<file path="config.mk">
export PLATFORM = sky130hd
export DESIGN_NAME = wbf_top
export DESIGN_NICKNAME = d
export VERILOG_FILES = /design/src/rtl/wbf_pkg.sv /design/src/rtl/wbf_byte_queue.sv /design/src/rtl/wbf_host_port.sv /design/src/rtl/wbf_top.sv
export SDC_FILE = /design/constraint.sdc
export NUM_CORES = 1
export LEC_CHECK = 0
export ABC_AREA = 1
export BUFFER_PORTS_ARGS = -buffer_cell sky130_fd_sc_hd__buf_4
export CAP_MARGIN = 25
export CORE_MARGIN = 4
export CORE_UTILIZATION = 55
export CTS_CLUSTER_DIAMETER = 200
export DETAILED_ROUTE_END_ITERATION = 16
export HOLD_SLACK_MARGIN = 0.1
export PLACE_DENSITY = 0.7
export RECOVER_POWER = 50
export SLEW_MARGIN = 20
export SYNTH_ARGS = -nofsm -noshare
export SYNTH_HDL_FRONTEND = slang
export SYNTH_SLANG_ARGS = --single-unit
</file>
<file path="constraint.sdc">
create_clock -name clk -period 9.95 [get_ports clk]
set_input_delay 2.985 -clock clk [delete_from_list [all_inputs] [get_ports clk]]
set_output_delay 2.985 -clock clk [all_outputs]
set_load 0.005 [all_outputs]
</file>
<file path="src/rtl/wbf_pkg.sv">
package wbf_pkg;
    typedef logic [7:0] byte_t;
    typedef logic [1:0] bcnt_t;

    typedef enum logic [1:0] {
        ACC_NONE = 2'd0,
        ACC_BYTE = 2'd1,
        ACC_WORD = 2'd2,
        ACC_BAD  = 2'd3
    } acc_e;
endpackage

</file>
<file path="src/rtl/wbf_byte_queue.sv">
module wbf_byte_queue
    import wbf_pkg::*;
#(
    parameter int DEPTH = 16,
    parameter int LW    = $clog2(DEPTH + 1)
) (
    input  logic          clk,
    input  logic          rst_n,
    input  bcnt_t         push_cnt,
    input  byte_t         push_b0,
    input  byte_t         push_b1,
    input  bcnt_t         pop_cnt,
    output byte_t         head0,
    output byte_t         head1,
    output logic [LW-1:0] level,
    output logic          full,
    output logic          empty
);
    localparam int PW = (DEPTH > 1) ? $clog2(DEPTH) : 1;

    typedef struct packed {
        byte_t [DEPTH-1:0] mem;
        logic [PW-1:0]     wp;
        logic [PW-1:0]     rp;
        logic [LW-1:0]     cnt;
    } q_t;

    q_t d, q;

    function automatic logic [PW-1:0] inc(input logic [PW-1:0] p);
        return (p == PW'(DEPTH - 1)) ? '0 : p + 1'b1;
    endfunction

    always_comb begin
        d = q;
        if (push_cnt != 2'd0) d.mem[q.wp] = push_b0;
        if (push_cnt == 2'd2) d.mem[inc(q.wp)] = push_b1;
        case (push_cnt)
            2'd1:    d.wp = inc(q.wp);
            2'd2:    d.wp = inc(inc(q.wp));
            default: d.wp = q.wp;
        endcase
        case (pop_cnt)
            2'd1:    d.rp = inc(q.rp);
            2'd2:    d.rp = inc(inc(q.rp));
            default: d.rp = q.rp;
        endcase
        d.cnt = q.cnt + LW'(push_cnt) - LW'(pop_cnt);
    end

    always_ff @(posedge clk) begin
        if (!rst_n) q <= '0;
        else        q <= d;
    end

    assign head0 = q.mem[q.rp];
    assign head1 = q.mem[inc(q.rp)];
    assign level = q.cnt;
    assign full  = (q.cnt == LW'(DEPTH));
    assign empty = (q.cnt == '0);
endmodule

</file>
<file path="src/rtl/wbf_host_port.sv">
module wbf_host_port
    import wbf_pkg::*;
#(
    parameter int DEPTH = 16,
    parameter int LW    = $clog2(DEPTH + 1)
) (
    input  logic          clk,
    input  logic          rst_n,
    input  logic          addr0,
    input  logic          wr,
    input  logic          rd,
    input  logic          word,
    input  logic [15:0]   wdata,
    input  logic [LW-1:0] tx_level,
    input  logic [LW-1:0] rx_level,
    input  byte_t         rx_h0,
    input  byte_t         rx_h1,
    output bcnt_t         tx_push_cnt,
    output byte_t         tx_b0,
    output byte_t         tx_b1,
    output bcnt_t         rx_pop_cnt,
    output logic [15:0]   rdata,
    output logic          ovf,
    output logic          unf,
    output logic          err
);
    typedef struct packed {
        logic [15:0] rdata;
        logic        ovf;
        logic        unf;
        logic        err;
    } hp_t;

    hp_t           d, q;
    acc_e          wr_k, rd_k;
    bcnt_t         need;
    logic [LW-1:0] tx_free;

    function automatic acc_e classify(input logic stb, input logic wd, input logic a0);
        if (!stb) return ACC_NONE;
        if (wd)   return ACC_WORD;
        if (a0)   return ACC_BAD;
        return ACC_BYTE;
    endfunction

    always_comb begin
        d           = q;
        d.ovf       = 1'b0;
        d.unf       = 1'b0;
        wr_k        = classify(wr, word, addr0);
        rd_k        = classify(rd, word, addr0);
        need        = word ? 2'd2 : 2'd1;
        tx_free     = LW'(DEPTH) - tx_level;
        tx_push_cnt = 2'd0;
        rx_pop_cnt  = 2'd0;
        tx_b0       = word ? wdata[15:8] : wdata[7:0];
        tx_b1       = wdata[7:0];

        if (wr_k == ACC_BYTE || wr_k == ACC_WORD) begin
            if (tx_free >= LW'(need)) tx_push_cnt = need;
            else                      d.ovf = 1'b1;
        end

        if (rd_k == ACC_BYTE || rd_k == ACC_WORD) begin
            if (rx_level >= LW'(need)) begin
                rx_pop_cnt = need;
                d.rdata    = word ? {rx_h0, rx_h1} : {8'h00, rx_h0};
            end else begin
                d.unf   = 1'b1;
                d.rdata = 16'h0000;
            end
        end

        d.err = (wr_k == ACC_BAD) || (rd_k == ACC_BAD);
    end

    always_ff @(posedge clk) begin
        if (!rst_n) q <= '0;
        else        q <= d;
    end

    assign rdata = q.rdata;
    assign ovf   = q.ovf;
    assign unf   = q.unf;
    assign err   = q.err;
endmodule

</file>
<file path="src/rtl/wbf_top.sv">
module wbf_top
    import wbf_pkg::*;
#(
    parameter int DEPTH = 16,
    parameter int LW    = $clog2(DEPTH + 1)
) (
    input  logic          clk,
    input  logic          rst_n,
    input  logic          host_addr0,
    input  logic          host_wr,
    input  logic          host_rd,
    input  logic          host_word,
    input  logic [15:0]   host_wdata,
    output logic [15:0]   host_rdata,
    output logic          tx_valid,
    input  logic          tx_ready,
    output logic [7:0]    tx_data,
    input  logic          rx_valid,
    output logic          rx_ready,
    input  logic [7:0]    rx_data,
    output logic          tx_full,
    output logic          tx_empty,
    output logic [LW-1:0] tx_level,
    output logic          rx_full,
    output logic          rx_empty,
    output logic [LW-1:0] rx_level,
    output logic          ovf_flag,
    output logic          unf_flag,
    output logic          acc_err
);
    bcnt_t tx_push_cnt, rx_pop_cnt;
    byte_t tx_b0, tx_b1, rx_h0, rx_h1, tx_peek_unused;
    logic  tx_take, rx_take;

    assign tx_valid = !tx_empty;
    assign rx_ready = !rx_full;
    assign tx_take  = tx_valid && tx_ready;
    assign rx_take  = rx_valid && rx_ready;

    wbf_host_port #(.DEPTH(DEPTH), .LW(LW)) u_port (
        .clk(clk), .rst_n(rst_n),
        .addr0(host_addr0), .wr(host_wr), .rd(host_rd), .word(host_word),
        .wdata(host_wdata),
        .tx_level(tx_level), .rx_level(rx_level),
        .rx_h0(rx_h0), .rx_h1(rx_h1),
        .tx_push_cnt(tx_push_cnt), .tx_b0(tx_b0), .tx_b1(tx_b1),
        .rx_pop_cnt(rx_pop_cnt),
        .rdata(host_rdata), .ovf(ovf_flag), .unf(unf_flag), .err(acc_err)
    );

    wbf_byte_queue #(.DEPTH(DEPTH), .LW(LW)) u_txq (
        .clk(clk), .rst_n(rst_n),
        .push_cnt(tx_push_cnt), .push_b0(tx_b0), .push_b1(tx_b1),
        .pop_cnt({1'b0, tx_take}),
        .head0(tx_data), .head1(tx_peek_unused),
        .level(tx_level), .full(tx_full), .empty(tx_empty)
    );

    wbf_byte_queue #(.DEPTH(DEPTH), .LW(LW)) u_rxq (
        .clk(clk), .rst_n(rst_n),
        .push_cnt({1'b0, rx_take}), .push_b0(rx_data), .push_b1(8'h00),
        .pop_cnt(rx_pop_cnt),
        .head0(rx_h0), .head1(rx_h1),
        .level(rx_level), .full(rx_full), .empty(rx_empty)
    );
endmodule

</file>
Word-level counts from Yosys, hierarchy flattened

Index checks and enable logic that the tools add are counted.

Multiplexer cells: 55
Add/sub/neg operators: 11
$lt $le $gt $ge: 11
Reductions and logical operators: 17
Equality and inequality tests: 18

Operators by type and width:

| operator            | count |
|---|---|
| $bwmux 128          | 3 |
| $mux 128            | 2 |
| $bmux 8 s4          | 3 |
| $demux 8 s4         | 3 |
| $mux 8              | 7 |
| $mux 2              | 17 |
| $mux 16             | 2 |
| $lt 4x5->1 const B  | 6 |
| $add 4x1->4 const B | 6 |
| $eq 4x4->1 const B  | 6 |
| $mux 4              | 6 |
| $pmux 4 s2          | 2 |
| $eq 2x2->1 const B  | 6 |
| $ge 4x1->1 const B  | 3 |
| $eq 5x5->1 const B  | 2 |
| $ge 5x2->1          | 2 |
| $logic_not 5->1     | 2 |
| $mux 1              | 10 |
| $eq 2x1->1 const B  | 4 |
| $reduce_bool 2->1   | 3 |
| $add 5x1->5         | 1 |
| $add 5x2->5         | 1 |
| $logic_and 1x1->1   | 5 |
| $sub 5x1->5         | 1 |
| 5 further kinds     | 9 |

Logic and storage cells: 154
Register bits after elaboration: 301
Output and inout port bits: 43

Depth between registers and ports, before layout

Depth in word-level cells: 14
Mapped depth: 20
Mapped depth without buffers: 19

Modules after synthesis

Synthesis repeated with hierarchy kept, for this count alone.

Cell total of the unflattened synthesis: 3363
Area, all modules: 20741.1 µm²

Modules (own cells, without submodules):

| module                  | times used | cells an instance | area each (µm²) | seq. area each (µm²) |
|---|---|---|---|---|
| wbf_byte_queue at u_txq | 1          | 1627              | 9810.7          | 2822.7 |
| wbf_byte_queue at u_rxq | 1          | 1542              | 9665.5          | 2822.7 |
| wbf_host_port           | 1          | 187               | 1233.7          | 380.4 |
| wbf_top                 | 1          | 7                 | 31.3            | 0.0 |

Least setup slack after synthesis

No wires, ideal clock.

Path type: in2reg
Start: input port host_word
End: register u_rxq.q (netlist bit u_rxq.level[4])
Buffers on the path: 2
Arrival: 5.594 ns
Stages: 16
Path slack: 4.231 ns
Data required time: 9.825 ns
Library setup time: 0.125 ns
Path through: inv_2 > buf_2 > a21oi_1 > ha_1 > clkbuf_1 > nand3_1 > inv_1 > ha_1 > inv_1 > ha_1 > inv_1 > fa_1 > nor3_1 > a211oi_1 > o21ai_0 > a21oi_1

Longest elaborated chain between the ends: 9
Elaborated cells on any way between the ends: 15

Ends and longest elaborated chain:

| item                                            | RTL line             | source |
|---|---|---|
| from (decl)                                     | wbf_top.sv:12        | `input logic host_word,` |
| $mux 2                                          | wbf_host_port.sv:41  | `if (wd) return ACC_WORD;` |
| $mux 2                                          | wbf_host_port.sv:42  | `if (a0) return ACC_BAD;` |
| $mux 2                                          | wbf_host_port.sv:43  | `return ACC_BYTE;` |
| $mux 2                                          | wbf_host_port.sv:42  |  |
| $mux 2                                          | wbf_host_port.sv:41  |  |
| $eq 2x1->1 / $eq 2x2->1 (equally long branches) | wbf_host_port.sv:64  | `if (rd_k == ACC_BYTE \|\| rd_k == ACC_WORD) begin` |
| $logic_or 1x1->1                                | wbf_host_port.sv:64  |  |
| $mux 2 *                                        | wbf_host_port.sv:64  |  |
| $sub 5x2->5 *                                   | wbf_byte_queue.sv:48 | `d.cnt = q.cnt + LW'(push_cnt) - LW'(pop_cnt);` |
| to (signal assigned)                            | wbf_byte_queue.sv:52 | `if (!rst_n) q <= '0;` |
| to (signal assigned)                            | wbf_byte_queue.sv:53 | `else q <= d;` |
| to (decl)                                       | wbf_byte_queue.sv:28 | `q_t d, q;` |

Mark *: on every way between the ends. The rest lies on a longest branch, timed or not. The select of a mux whose other input is x is not followed.
A chain may end at the register's enable or synchronous reset.

Worst setup path after layout

Start: input port rst_n
End: register u_port.q (netlist bit u_port.unf)

Longest elaborated chain between the ends: 1

Ends and longest elaborated chain:

| item                              | RTL line            | source |
|---|---|---|
| from (decl)                       | wbf_top.sv:8        | `input logic rst_n,` |
| $reduce_and 2->1 (no source line) | --                  |  |
| to (signal assigned)              | wbf_host_port.sv:78 | `if (!rst_n) q <= '0;` |
| to (signal assigned)              | wbf_host_port.sv:79 | `else q <= d;` |
| to (decl)                         | wbf_host_port.sv:34 | `hp_t d, q;` |

No other way between the ends.

==> results.md <==
- Synthesized area per cell: 6.58 µm²
- Clock buffer depth: 3
- Routability cong.: 0.915
- Share of cells above drive strength 1: 7.12%
- XOR/XNOR share of the synthesized area: less than 1%
- Worst-margin pin slew: 3690 ps
- Placeable Area: 30000 µm²
- Register area: 6030 µm²
- Multiplexer area fraction after synthesis: 0%
- Setup TNS: 0 ps
- Synth Cell Area: 16900 µm²
- DRT antenna net count: 0
- Part of the Yosys area used for sequential elements: ~36%
- DR vias: about 18000
- Clock latency on the worst-skew pair: 520 ps
- Most common cell after layout, fill and taps aside: nand2_1
- Final Cycle Share: 78.2%
- Largest net degree at the start of global routing: 93
- Slew Viols, Final: between 200 and 250
- Worst Hold End: u_rxq.q[41]
- Peak VDD IR: 0.144 mV
- DRT iter0 DRCs: 2387
- Starting Density: 56.3%
- Final HPWL DP: 34700 µm
- Multi-input logic area: 9030 µm²
- Area contributors post-synth: dfxtp_1 (36%), o21ai_0 (12%), nand3_1 (9.8%), nand2_1 (9.4%), a21oi_1 (8.5%)
- Crit. End Element: register
- Placed cell areas: roughly 17000 µm²
- Setup bufs post-CTS: 0
- Tightest Hold Check Type: reg2reg
- EDFF count, synth: 0
- Final setup violation count: 0
- Largest area contributor in the netlist: dfxtp_1
- Min Hold Slack: between 400 and 500 ps
- Share of the synthesized area in the top cell type: 35.7%
- Remaining global-route overflow: 0
- WS Path Type: in2reg
- Drt total wl: around 56000 µm
- CTS Root Cell: clkbuf_16
- Mapped Nets: 2639
- Chip Width: 183 µm
- Ant. Diodes: 0
- Num CTS Buffers: 36
- Residual DRC: 0
- Mapped Cells: 2563
- Gr usage total: 32.0%
- Main synth FF type: dfxtp_1
- Hold_buf cts: 0
- Hold depth: 2
- Worst-path clk slew: 60 ps
- Slew headroom: -146%
- Number of port buffers: 74
- Hold_sp: u_rxq.q[41]
- Reg2Reg Launch Point: u_rxq.q[5]
- Post-route cell area: 18200 µm²
- Status: finished, violations left
- Reg-to-Reg End: u_port.rdata[6]
- Final Worst Setup Slack: 2170 ps
- Die H: 183 µm
- Utilization after layout: 60.7%
- #FFs+latches synth: 301
- Largest family of logic cells by synthesized area: simple AND/OR/NAND/NOR gates
- Fmax: about 0.13 GHz
- R2R depth: 11
- Reg2Reg Setup Slack: 5600 ps
- Post-DR wirelength/cell: 19.3 µm
- CTS tree: built
- First-pass GRT wire length: 87400 µm
- Synth cell types: 39
- Simple-gate area share of the yosys netlist: 26.6%
- CP arrival: a little over 8000 ps
- Max-capacitance violation count: 3
- CP max FO: between 90 and 100
- Final Hold Viols: 0
- Share of synthesized registers carrying an async set or reset: 0%
- Io pins: 75
- Vias per inst: a little over 6
- Leak: about 6.9 nW
- Most frequent cells in the layout: nand2_1 (422), o21ai_0 (416), nand3_1 (329)
- Adder and majority gate portion of the synthesized area: 3.35%
- Post-synthesis compound-gate area fraction: 23.4%
- Unrepaired setup endpoints after global routing: false
- Number of global-route vias before repair: between 15000 and 20000
- Final clock skew: 18.3 ps
- H-tree depth: 2
- Antenna violations before repair: 0
- Worst EP required: just over 10000 ps
- Area of the die: between 30000 and 40000 µm²
- Resized cells post-CTS: 0
- Sink Count: about 300
- Row count: 63
- NumNets Final: 2570
- Min Clock Period, post-route: between 7000 and 8000 ps
- Number of iterations in the first detailed-routing pass: 7
- CP Launch Type: input port
- Synth warn: 0
- Fillers: roughly 2900
- Area growth syn-to-layout: 7.89%
- Power per standard cell area: 245 nW/µm²
- Failing checks: capacitance limit, slew limit
- Pre-CTS setup slack: around 3500 ps
layout make-up:
cell class                      instances  share of cell area (%)
Multi-Input combinational cell       1837                    49.7
Sequential cell                       301                    33.1
Clock buffer                           53                    5.75
Inverter                              223                    4.64
Timing Repair Buffer                   95                    3.95
Tap cell                              390                    2.68
Clock inverter                          6                   0.165
where the power goes:
part / total, mW / internal (mW) / switching (mW) / leakage [nW]
clock: 1.24 / 0.722 / 0.514 / 0.534
sequential: 1.41 / 1.32 / 0.0906 / 2.44
combinational: 1.81 / 0.556 / 1.26 / 3.90
total: 4.46 / 2.60 / 1.86 / 6.87
cell usage after synthesis, types with 2 or more instances:
cell type and n:
nand2_1 423, nor2_4 2, clkinv_1 7, o21ai_1 16, nand3_1 330, ha_1 42, buf_6 5, o21ai_2 4
nand4_1 12, o21ai_0 418, inv_1 205, nor2_2 8, nor2_8 4, buf_4 30, o22ai_1 18, dfxtp_1 301
nor2_1 183, buf_2 45, nand2_2 3, buf_1 8, a21oi_1 287, xor2_1 3, inv_4 2, nor3_1 52
nor4_1 2, clkbuf_1 114, a211oi_1 2, inv_2 9, o221ai_1 12, fa_1 2, o211ai_1 6
cells by family after synthesis:
group	count (synthesis)
flops	301
fa+ha+maj	44
simple gates	1023
compound gates	766
buf+inv	425
xor+xnor	4
registers in the layout, summed over array words and instances (netlist names):
register / count
u_port.err: 1
u_port.rdata: 16
u_port.unf: 1
u_txq.q: 136
u_rxq.level: 5
u_rxq.q: 136
u_port.ovf: 1
u_txq.level: 5
per-layer routing:
layer	share of wire, %	up-vias	GRT usage [%]
met5	0	-	0
met1	43	8136	46.6
met3	12	152	6.98
met4	3.2	0	11.1
met2	42	958	46.8
li1	-	8453	-
critical path, stage by stage:
cell      delay [ps]
clkbuf_1        2530
clkinv_1         290
clkbuf_1        1400
nor3_1           820
worst max-delay path by stage:
stage                     from              to  slack, ps  cells past startpoint
finish                   rst_n      u_port.unf       2170                      4
global route             rst_n      u_port.unf       1930                      4
CTS                 u_txq.q[5]      tx_data[0]       3200                      8
detailed placement   host_word     u_txq.q[92]       3510                     15
global placement     host_word     u_txq.q[95]       3630                     15
floorplan            host_word  u_rxq.level[4]       4230                     16
stage by stage:
step,std cells,total power [mW]
global placement,2845,3.17
floorplan,2563,2.63
global route,2905,4.69
detailed placement,2846,3.20
finish,2905,4.46
CTS,2905,4.42
(Power assumes the default switching activity.)
